File: config.mk
export PLATFORM = sky130hd
export DESIGN_NAME = xmp_xor_mem
export DESIGN_NICKNAME = d
export VERILOG_FILES = /design/src/rtl/xmp_pkg.sv /design/src/rtl/xmp_rst_sync.sv /design/src/rtl/xmp_bank.sv /design/src/rtl/xmp_group.sv /design/src/rtl/xmp_xor_mem.sv
export SDC_FILE = /design/constraint.sdc
export NUM_CORES = 1
export LEC_CHECK = 0
export BUFFER_PORTS_ARGS = -buffer_cell sky130_fd_sc_hd__buf_2
export CORE_ASPECT_RATIO = 0.8
export CORE_MARGIN = 2
export CORE_UTILIZATION = 65
export CTS_BUF_LIST = sky130_fd_sc_hd__clkbuf_8
export DETAILED_ROUTE_END_ITERATION = 10
export GPL_ROUTABILITY_DRIVEN = 0
export PLACE_DENSITY_LB_ADDON = 0.05
export SLEW_MARGIN = 15
export SYNTH_ARGS = -nofsm -noshare
export SYNTH_HDL_FRONTEND = slang
export SYNTH_SLANG_ARGS = --single-unit
File: constraint.sdc
create_clock -name clk_i -period 62.2 [get_ports clk_i]
set_input_delay 9.33 -clock clk_i [delete_from_list [all_inputs] [get_ports clk_i]]
set_output_delay 9.33 -clock clk_i [all_outputs]
set_load 0.05 [all_outputs]
File: src/rtl/xmp_pkg.sv
package xmp_pkg;

  // storage copies owned by one write port: lookups for peers plus read ports
  function automatic int copies_per_group(input int nwr, input int nrd);
    return nwr - 1 + nrd;
  endfunction

  // lookup slot in group 'owner' that serves write port 'requester'
  function automatic int slot_of(input int owner, input int requester);
    return (requester < owner) ? requester : requester - 1;
  endfunction

  // write port served by lookup slot 'slot' of group 'owner'
  function automatic int port_of(input int owner, input int slot);
    return (slot < owner) ? slot : slot + 1;
  endfunction

endpackage

File: src/rtl/xmp_rst_sync.sv
module xmp_rst_sync #(
  parameter int STAGES = 2
) (
  input  logic clk,
  input  logic rst_ni,
  output logic rst_no
);

  logic [STAGES-1:0] sync_q;
  logic [STAGES-1:0] sync_d;

  always_comb begin
    sync_d = {sync_q[STAGES-2:0], 1'b1};
  end

  always_ff @(posedge clk or negedge rst_ni) begin
    if (!rst_ni) begin
      sync_q <= '0;
    end else begin
      sync_q <= sync_d;
    end
  end

  assign rst_no = sync_q[STAGES-1];

endmodule

File: src/rtl/xmp_bank.sv
module xmp_bank #(
  parameter int DW    = 16,
  parameter int DEPTH = 16,
  localparam int AW   = $clog2(DEPTH)
) (
  input  logic          clk,
  input  logic          rst_n,
  input  logic          wr_en,
  input  logic [AW-1:0] wr_addr,
  input  logic [DW-1:0] wr_data,
  input  logic [AW-1:0] rd_addr,
  output logic [DW-1:0] rd_data
);

  logic [DW-1:0] mem_q [DEPTH];
  logic [DW-1:0] rd_d;

  // word being written in this cycle passes straight to the read register
  always_comb begin
    if (wr_en && (wr_addr == rd_addr)) begin
      rd_d = wr_data;
    end else begin
      rd_d = mem_q[rd_addr];
    end
  end

  always_ff @(posedge clk or negedge rst_n) begin
    if (!rst_n) begin
      for (int i = 0; i < DEPTH; i++) begin
        mem_q[i] <= '0;
      end
      rd_data <= '0;
    end else begin
      if (wr_en) begin
        mem_q[wr_addr] <= wr_data;
      end
      rd_data <= rd_d;
    end
  end

  AST_BANK_PASS_THROUGH: assert property (@(posedge clk) disable iff (!rst_n)
    (wr_en && (wr_addr == rd_addr)) |=> (rd_data == $past(wr_data)))
    else $error("bank pass-through lost");

  AST_BANK_HOLD: assert property (@(posedge clk) disable iff (!rst_n)
    (!wr_en && $stable(rd_addr)) |=> $stable(rd_data))
    else $error("bank read drifted");

endmodule

File: src/rtl/xmp_group.sv
module xmp_group #(
  parameter int NWR   = 2,
  parameter int NRD   = 2,
  parameter int DW    = 16,
  parameter int DEPTH = 16,
  localparam int AW   = $clog2(DEPTH),
  localparam int NLK  = NWR - 1,
  localparam int NCP  = xmp_pkg::copies_per_group(NWR, NRD)
) (
  input  logic          clk,
  input  logic          rst_n,
  input  logic          wr_en,
  input  logic [AW-1:0] wr_addr,
  input  logic [DW-1:0] wr_data,
  input  logic [AW-1:0] lk_addr   [NLK],
  input  logic [DW-1:0] peer_data [NLK],
  input  logic [AW-1:0] rd_addr   [NRD],
  output logic [DW-1:0] lk_data   [NLK],
  output logic [DW-1:0] rd_data   [NRD]
);

  // stage two of the write: held address and data
  logic          st_vld_q, st_vld_d;
  logic [AW-1:0] st_addr_q, st_addr_d;
  logic [DW-1:0] st_data_q, st_data_d;
  logic [DW-1:0] enc_word;

  always_comb begin
    st_vld_d  = wr_en;
    st_addr_d = st_addr_q;
    st_data_d = st_data_q;
    if (wr_en) begin
      st_addr_d = wr_addr;
      st_data_d = wr_data;
    end
  end

  always_ff @(posedge clk or negedge rst_n) begin
    if (!rst_n) begin
      st_vld_q  <= 1'b0;
      st_addr_q <= '0;
      st_data_q <= '0;
    end else begin
      st_vld_q  <= st_vld_d;
      st_addr_q <= st_addr_d;
      st_data_q <= st_data_d;
    end
  end

  // new data folded with what every other group holds at this address
  always_comb begin
    enc_word = st_data_q;
    for (int k = 0; k < NLK; k++) begin
      enc_word = enc_word ^ peer_data[k];
    end
  end

  for (genvar c = 0; c < NCP; c++) begin : g_copy
    if (c < NLK) begin : g_lookup
      xmp_bank #(.DW(DW), .DEPTH(DEPTH)) u_bank (
        .clk     (clk),
        .rst_n   (rst_n),
        .wr_en   (st_vld_q),
        .wr_addr (st_addr_q),
        .wr_data (enc_word),
        .rd_addr (lk_addr[c]),
        .rd_data (lk_data[c])
      );
    end else begin : g_read
      xmp_bank #(.DW(DW), .DEPTH(DEPTH)) u_bank (
        .clk     (clk),
        .rst_n   (rst_n),
        .wr_en   (st_vld_q),
        .wr_addr (st_addr_q),
        .wr_data (enc_word),
        .rd_addr (rd_addr[c-NLK]),
        .rd_data (rd_data[c-NLK])
      );
    end
  end

endmodule

File: src/rtl/xmp_xor_mem.sv
module xmp_xor_mem #(
  parameter int NWR   = 2,
  parameter int NRD   = 2,
  parameter int DW    = 16,
  parameter int DEPTH = 16,
  localparam int AW   = $clog2(DEPTH)
) (
  input  logic              clk_i,
  input  logic              rst_ni,
  input  logic [NWR-1:0]    wr_en_i,
  input  logic [NWR*AW-1:0] wr_addr_i,
  input  logic [NWR*DW-1:0] wr_data_i,
  input  logic [NRD*AW-1:0] rd_addr_i,
  output logic [NRD*DW-1:0] rd_data_o
);

  localparam int NLK = NWR - 1;

  logic          rst_n;
  logic [AW-1:0] wa     [NWR];
  logic [DW-1:0] wd     [NWR];
  logic [AW-1:0] ra     [NRD];
  logic [AW-1:0] lk_a   [NWR][NLK];
  logic [DW-1:0] lk_out [NWR][NLK];
  logic [DW-1:0] peer   [NWR][NLK];
  logic [DW-1:0] grp_rd [NWR][NRD];
  logic [DW-1:0] rd_x   [NRD];

  xmp_rst_sync #(.STAGES(2)) u_rst (
    .clk    (clk_i),
    .rst_ni (rst_ni),
    .rst_no (rst_n)
  );

  for (genvar p = 0; p < NWR; p++) begin : g_wsplit
    assign wa[p] = wr_addr_i[p*AW +: AW];
    assign wd[p] = wr_data_i[p*DW +: DW];
  end

  for (genvar r = 0; r < NRD; r++) begin : g_rsplit
    assign ra[r] = rd_addr_i[r*AW +: AW];
  end

  for (genvar g = 0; g < NWR; g++) begin : g_grp
    for (genvar s = 0; s < NLK; s++) begin : g_slot
      localparam int OTHER = xmp_pkg::port_of(g, s);
      // slot s of group g looks up on behalf of write port OTHER
      assign lk_a[g][s] = wa[OTHER];
      // group g's encoding needs group OTHER's lookup at g's address
      assign peer[g][s] = lk_out[OTHER][xmp_pkg::slot_of(OTHER, g)];
    end

    xmp_group #(
      .NWR   (NWR),
      .NRD   (NRD),
      .DW    (DW),
      .DEPTH (DEPTH)
    ) u_group (
      .clk       (clk_i),
      .rst_n     (rst_n),
      .wr_en     (wr_en_i[g]),
      .wr_addr   (wa[g]),
      .wr_data   (wd[g]),
      .lk_addr   (lk_a[g]),
      .peer_data (peer[g]),
      .rd_addr   (ra),
      .lk_data   (lk_out[g]),
      .rd_data   (grp_rd[g])
    );
  end

  always_comb begin
    for (int r = 0; r < NRD; r++) begin
      rd_x[r] = '0;
      for (int g = 0; g < NWR; g++) begin
        rd_x[r] = rd_x[r] ^ grp_rd[g][r];
      end
    end
  end

  for (genvar r = 0; r < NRD; r++) begin : g_rjoin
    assign rd_data_o[r*DW +: DW] = rd_x[r];
  end

  for (genvar i = 0; i < NWR; i++) begin : g_chk_i
    for (genvar j = i + 1; j < NWR; j++) begin : g_chk_j
      AST_WR_DISTINCT: assert property (@(posedge clk_i) disable iff (!rst_n)
        !(wr_en_i[i] && wr_en_i[j] && (wa[i] == wa[j])))
        else $error("two write ports hit one address");
    end
  end

  for (genvar p = 0; p < NWR; p++) begin : g_chk_p
    for (genvar r = 0; r < NRD; r++) begin : g_chk_r
      AST_RD_AFTER_WR: assert property (@(posedge clk_i) disable iff (!rst_n)
        ($past(wr_en_i[p], 2) && ($past(wa[p], 2) == $past(ra[r])))
          |-> (rd_data_o[r*DW +: DW] == $past(wd[p], 2)))
        else $error("read after write returned wrong data");
    end
  end

endmodule

==> results.json <==
{
  "ys_async_sr_fraction": 1.00,
  "drc_errors": 0,
  "grt_usage": 0.401,
  "synth.cell_area_mm2": 0.0354,
  "ir_drop_mv": 0.0402,
  "setup_viol": 0,
  "crit_top_cell": "buf_4",
  "synthFlopType": "dfrtp_1",
  "tns_ns": 0,
  "synth_edf_count": 0,
  "layout_common_cells": "651 x dfrtp_1, 384 x mux4_2, 324 x nor2_1",
  "slowest_stage": "buf_4",
  "relSlewSlack": 0.254,
  "antenna_found_initial": 2,
  "critPathMaxFanout": 51,
  "clock_skew_ns": 0.0234,
  "synthCells": 2835,
  "cts_buffer_depth": 3,
  "dieWidth_um": 265,
  "die_height_um": 213,
  "yosys-top-cells-area": "dfrtp_1 46%, mux4_2 24%, a21oi_1 4.5%, nor2_1 3.6%, mux2i_1 2.7%",
  "cts_made_buffers": 103,
  "r2r_slack_ns": 58.81,
  "grt_max_degree": 187,
  "multi_input_area_mm2": 0.0180,
  "clock_latency_ns": 0.73,
  "hp-class": "register to async pin",
  "synth_fp_nets": 2887,
  "die-area_mm2": 0.0564,
  "cts_tree": "yes",
  "status": "finished, final reports clean",
  "drive_gt1_frac": 0.298,
  "synth_top_area_share": 0.461,
  "fin_crit_sh": 0.196,
  "tightest_slew_ns": 1.12,
  "cp_data_arrival_time_ns": 12.76,
  "cts_htree_levels": 3,
  "fmax_mhz": 82.0,
  "holdWs_ns": 0.348,
  "dr_total_vias": 26000,
  "rows": 76,
  "cts_hold_buf": 0,
  "layout_commonest_cell": "dfrtp_1",
  "p_leak_nw": 16.4,
  "syn_avg_cell_area_um2": 12.5,
  "place_inst": 3428,
  "drv_slew": 0,
  "clkTransAtPathRegs_ns": 0.06,
  "grt_overflow_total": 0,
  "hold_viol": 0,
  "cts_resized": 0,
  "yosysSeqAreaShare": 0.461,
  "clkSinkCount": 652,
  "maxCapViolCount": 0,
  "grt_pass1_wl_mm": 164,
  "final_cells": 3620,
  "layout.nets": 2883,
  "root_buffer": "clkbuf_8",
  "core_mm2": 0.0538,
  "worstSetupEndpointType": "register",
  "fill_cells": 3705,
  "cp-start-kind": "input pin",
  "crit_chain": "buf_8, buf_4, buf_4, mux4_2, a22o_1, a221oi_2, mux2i_1",
  "synth_seq_cells": 652,
  "cp_slowest_stage_delay_ns": 0.86,
  "drt_pre_antenna_iters": 8,
  "pin_count": 84,
  "grt_pass1_vias": 26200,
  "drt_iter0_drc": 2972,
  "dp_hpwl_mm": 64.9,
  "wire_per_inst_um": 30.2,
  "p_per_area_mw_per_mm2": 50.9,
  "register_area_mm2": 0.0163,
  "rsz0062_at_grt": "no",
  "power_mw": 1.96,
  "via_per_inst": 7.18,
  "drtAntennaViolNets": 0,
  "io_buffers": 83,
  "worstSetupPathType": "input pin to register",
  "postCtsSetupRepairBufs": 0,
  "yosysTopAreaCell": "dfrtp_1",
  "ys_warn_count": 0,
  "fin_crit_ns": 12.19,
  "synth.distinct_cells": 30,
  "area_growth_syn_to_layout_pct": 8.78,
  "start_util": 0.658,
  "crit_required_ns": 62.77,
  "wl_mm": 109
}
[cells by family (layout without fill, tap and decap cells)]
family,count (synthesis),count (layout),share of synthesized area
AND/OR/NAND/NOR,588,588,0.0668
AO/OA/AOI/OAI,704,704,0.131
buffers and inverters,282,363,0.0356
other,1,3,0.000106
XOR/XNOR,88,88,0.0218
flip-flops,652,652,0.461
multiplexers,520,520,0.284
[worst max-delay path, delay by kind of cell]
kind,cells,cell delay (ns)
buffers and inverters,3,2.14
multiplexers,2,0.72
AO/OA/AOI/OAI,2,0.47
[final timing paths]
| path | from | end | cells past startpoint |
|---|---|---|---|
| worst max register to register | u_rst.sync_q[1]$_DFF_PN0_ | async pin | 3 |
| worst min-delay path | u_rst.sync_q[1]$_DFF_PN0_ | async pin | 0 |
| min in group clk_i | u_rst.sync_q[0]$_DFF_PN0_ | u_rst.sync_q[1]$_DFF_PN0_ | 0 |
| worst min register to register | u_rst.sync_q[1]$_DFF_PN0_ | async pin | 0 |
| worst max-delay path | rd_addr_i[4] | register | 7 |
| max in group asynchronous | rst_ni | u_rst.sync_q[1]$_DFF_PN0_ | 1 |
[cell type report]
class                           count  share of cell area
Timing Repair Buffer              173              0.0296
Antenna cell                        2            0.000130
Clock buffer                      131              0.0468
Tap cell                          702              0.0228
Multi-Input combinational cell   1901               0.466
Sequential cell                   652               0.424
Clock inverter                     59              0.0109
[flip-flops by register name, summed over array words and instances (netlist names)]
register / cells
g_grp.u_group.g_copy.g_read.u_bank.mem_q: 309
g_grp.u_group.g_copy.g_lookup.u_bank.rd_data: 32
g_grp.u_group.st_data_q: 32
u_rst.sync_q: 2
g_grp.u_group.st_addr_q: 8
g_grp.u_group.g_copy.g_lookup.u_bank.mem_q: 203
g_grp.u_group.g_copy.g_read.u_bank.rd_data: 64
g_grp.u_group.st_vld_q: 2
[stage by stage]
| stage | instance area, um^2 | setup slack [ns] | utilization |
|---|---|---|---|
| after floorplan | 35400 | 42.68 | - |
| after global placement | 36300 | 49.33 | 0.675 |
| after detailed placement | 36300 | 49.23 | 0.675 |
| after CTS | 38500 | 50.01 | 0.716 |
| after global routing | 38500 | 49.77 | 0.716 |
| final | 38500 | 50.01 | 0.716 |
[metal layers]
metal  up-vias  wire length [um]  track usage
met5         -                 0            0
met4         0              5670        0.190
met3       383             15200        0.147
met2      1737             48300        0.581
met1     13100             40200        0.548
li1      10700                 -            -
[cells in the mapped netlist (all sizes together), types with 9 or more instances]
master,n
o21ai,192
mux2,40
xor2,50
dfrtp,652
nand2,196
mux4,384
a21oi,320
a22o,96
a221oi,96
clkbuf,192
xnor2,38
nor2,344
buf,90
mux2i,96
nor2b,9
[power by group]
group | switching [mW] | leakage (nW) | internal, mW | total [mW]
Clock | 0.177 | 1.27 | 0.214 | 0.391
Combinational | 0.388 | 7.34 | 0.364 | 0.752
Sequential | 0.198 | 7.76 | 0.620 | 0.818
Total | 0.763 | 16.4 | 1.20 | 1.96
Power figures use the tool's default switching activity.
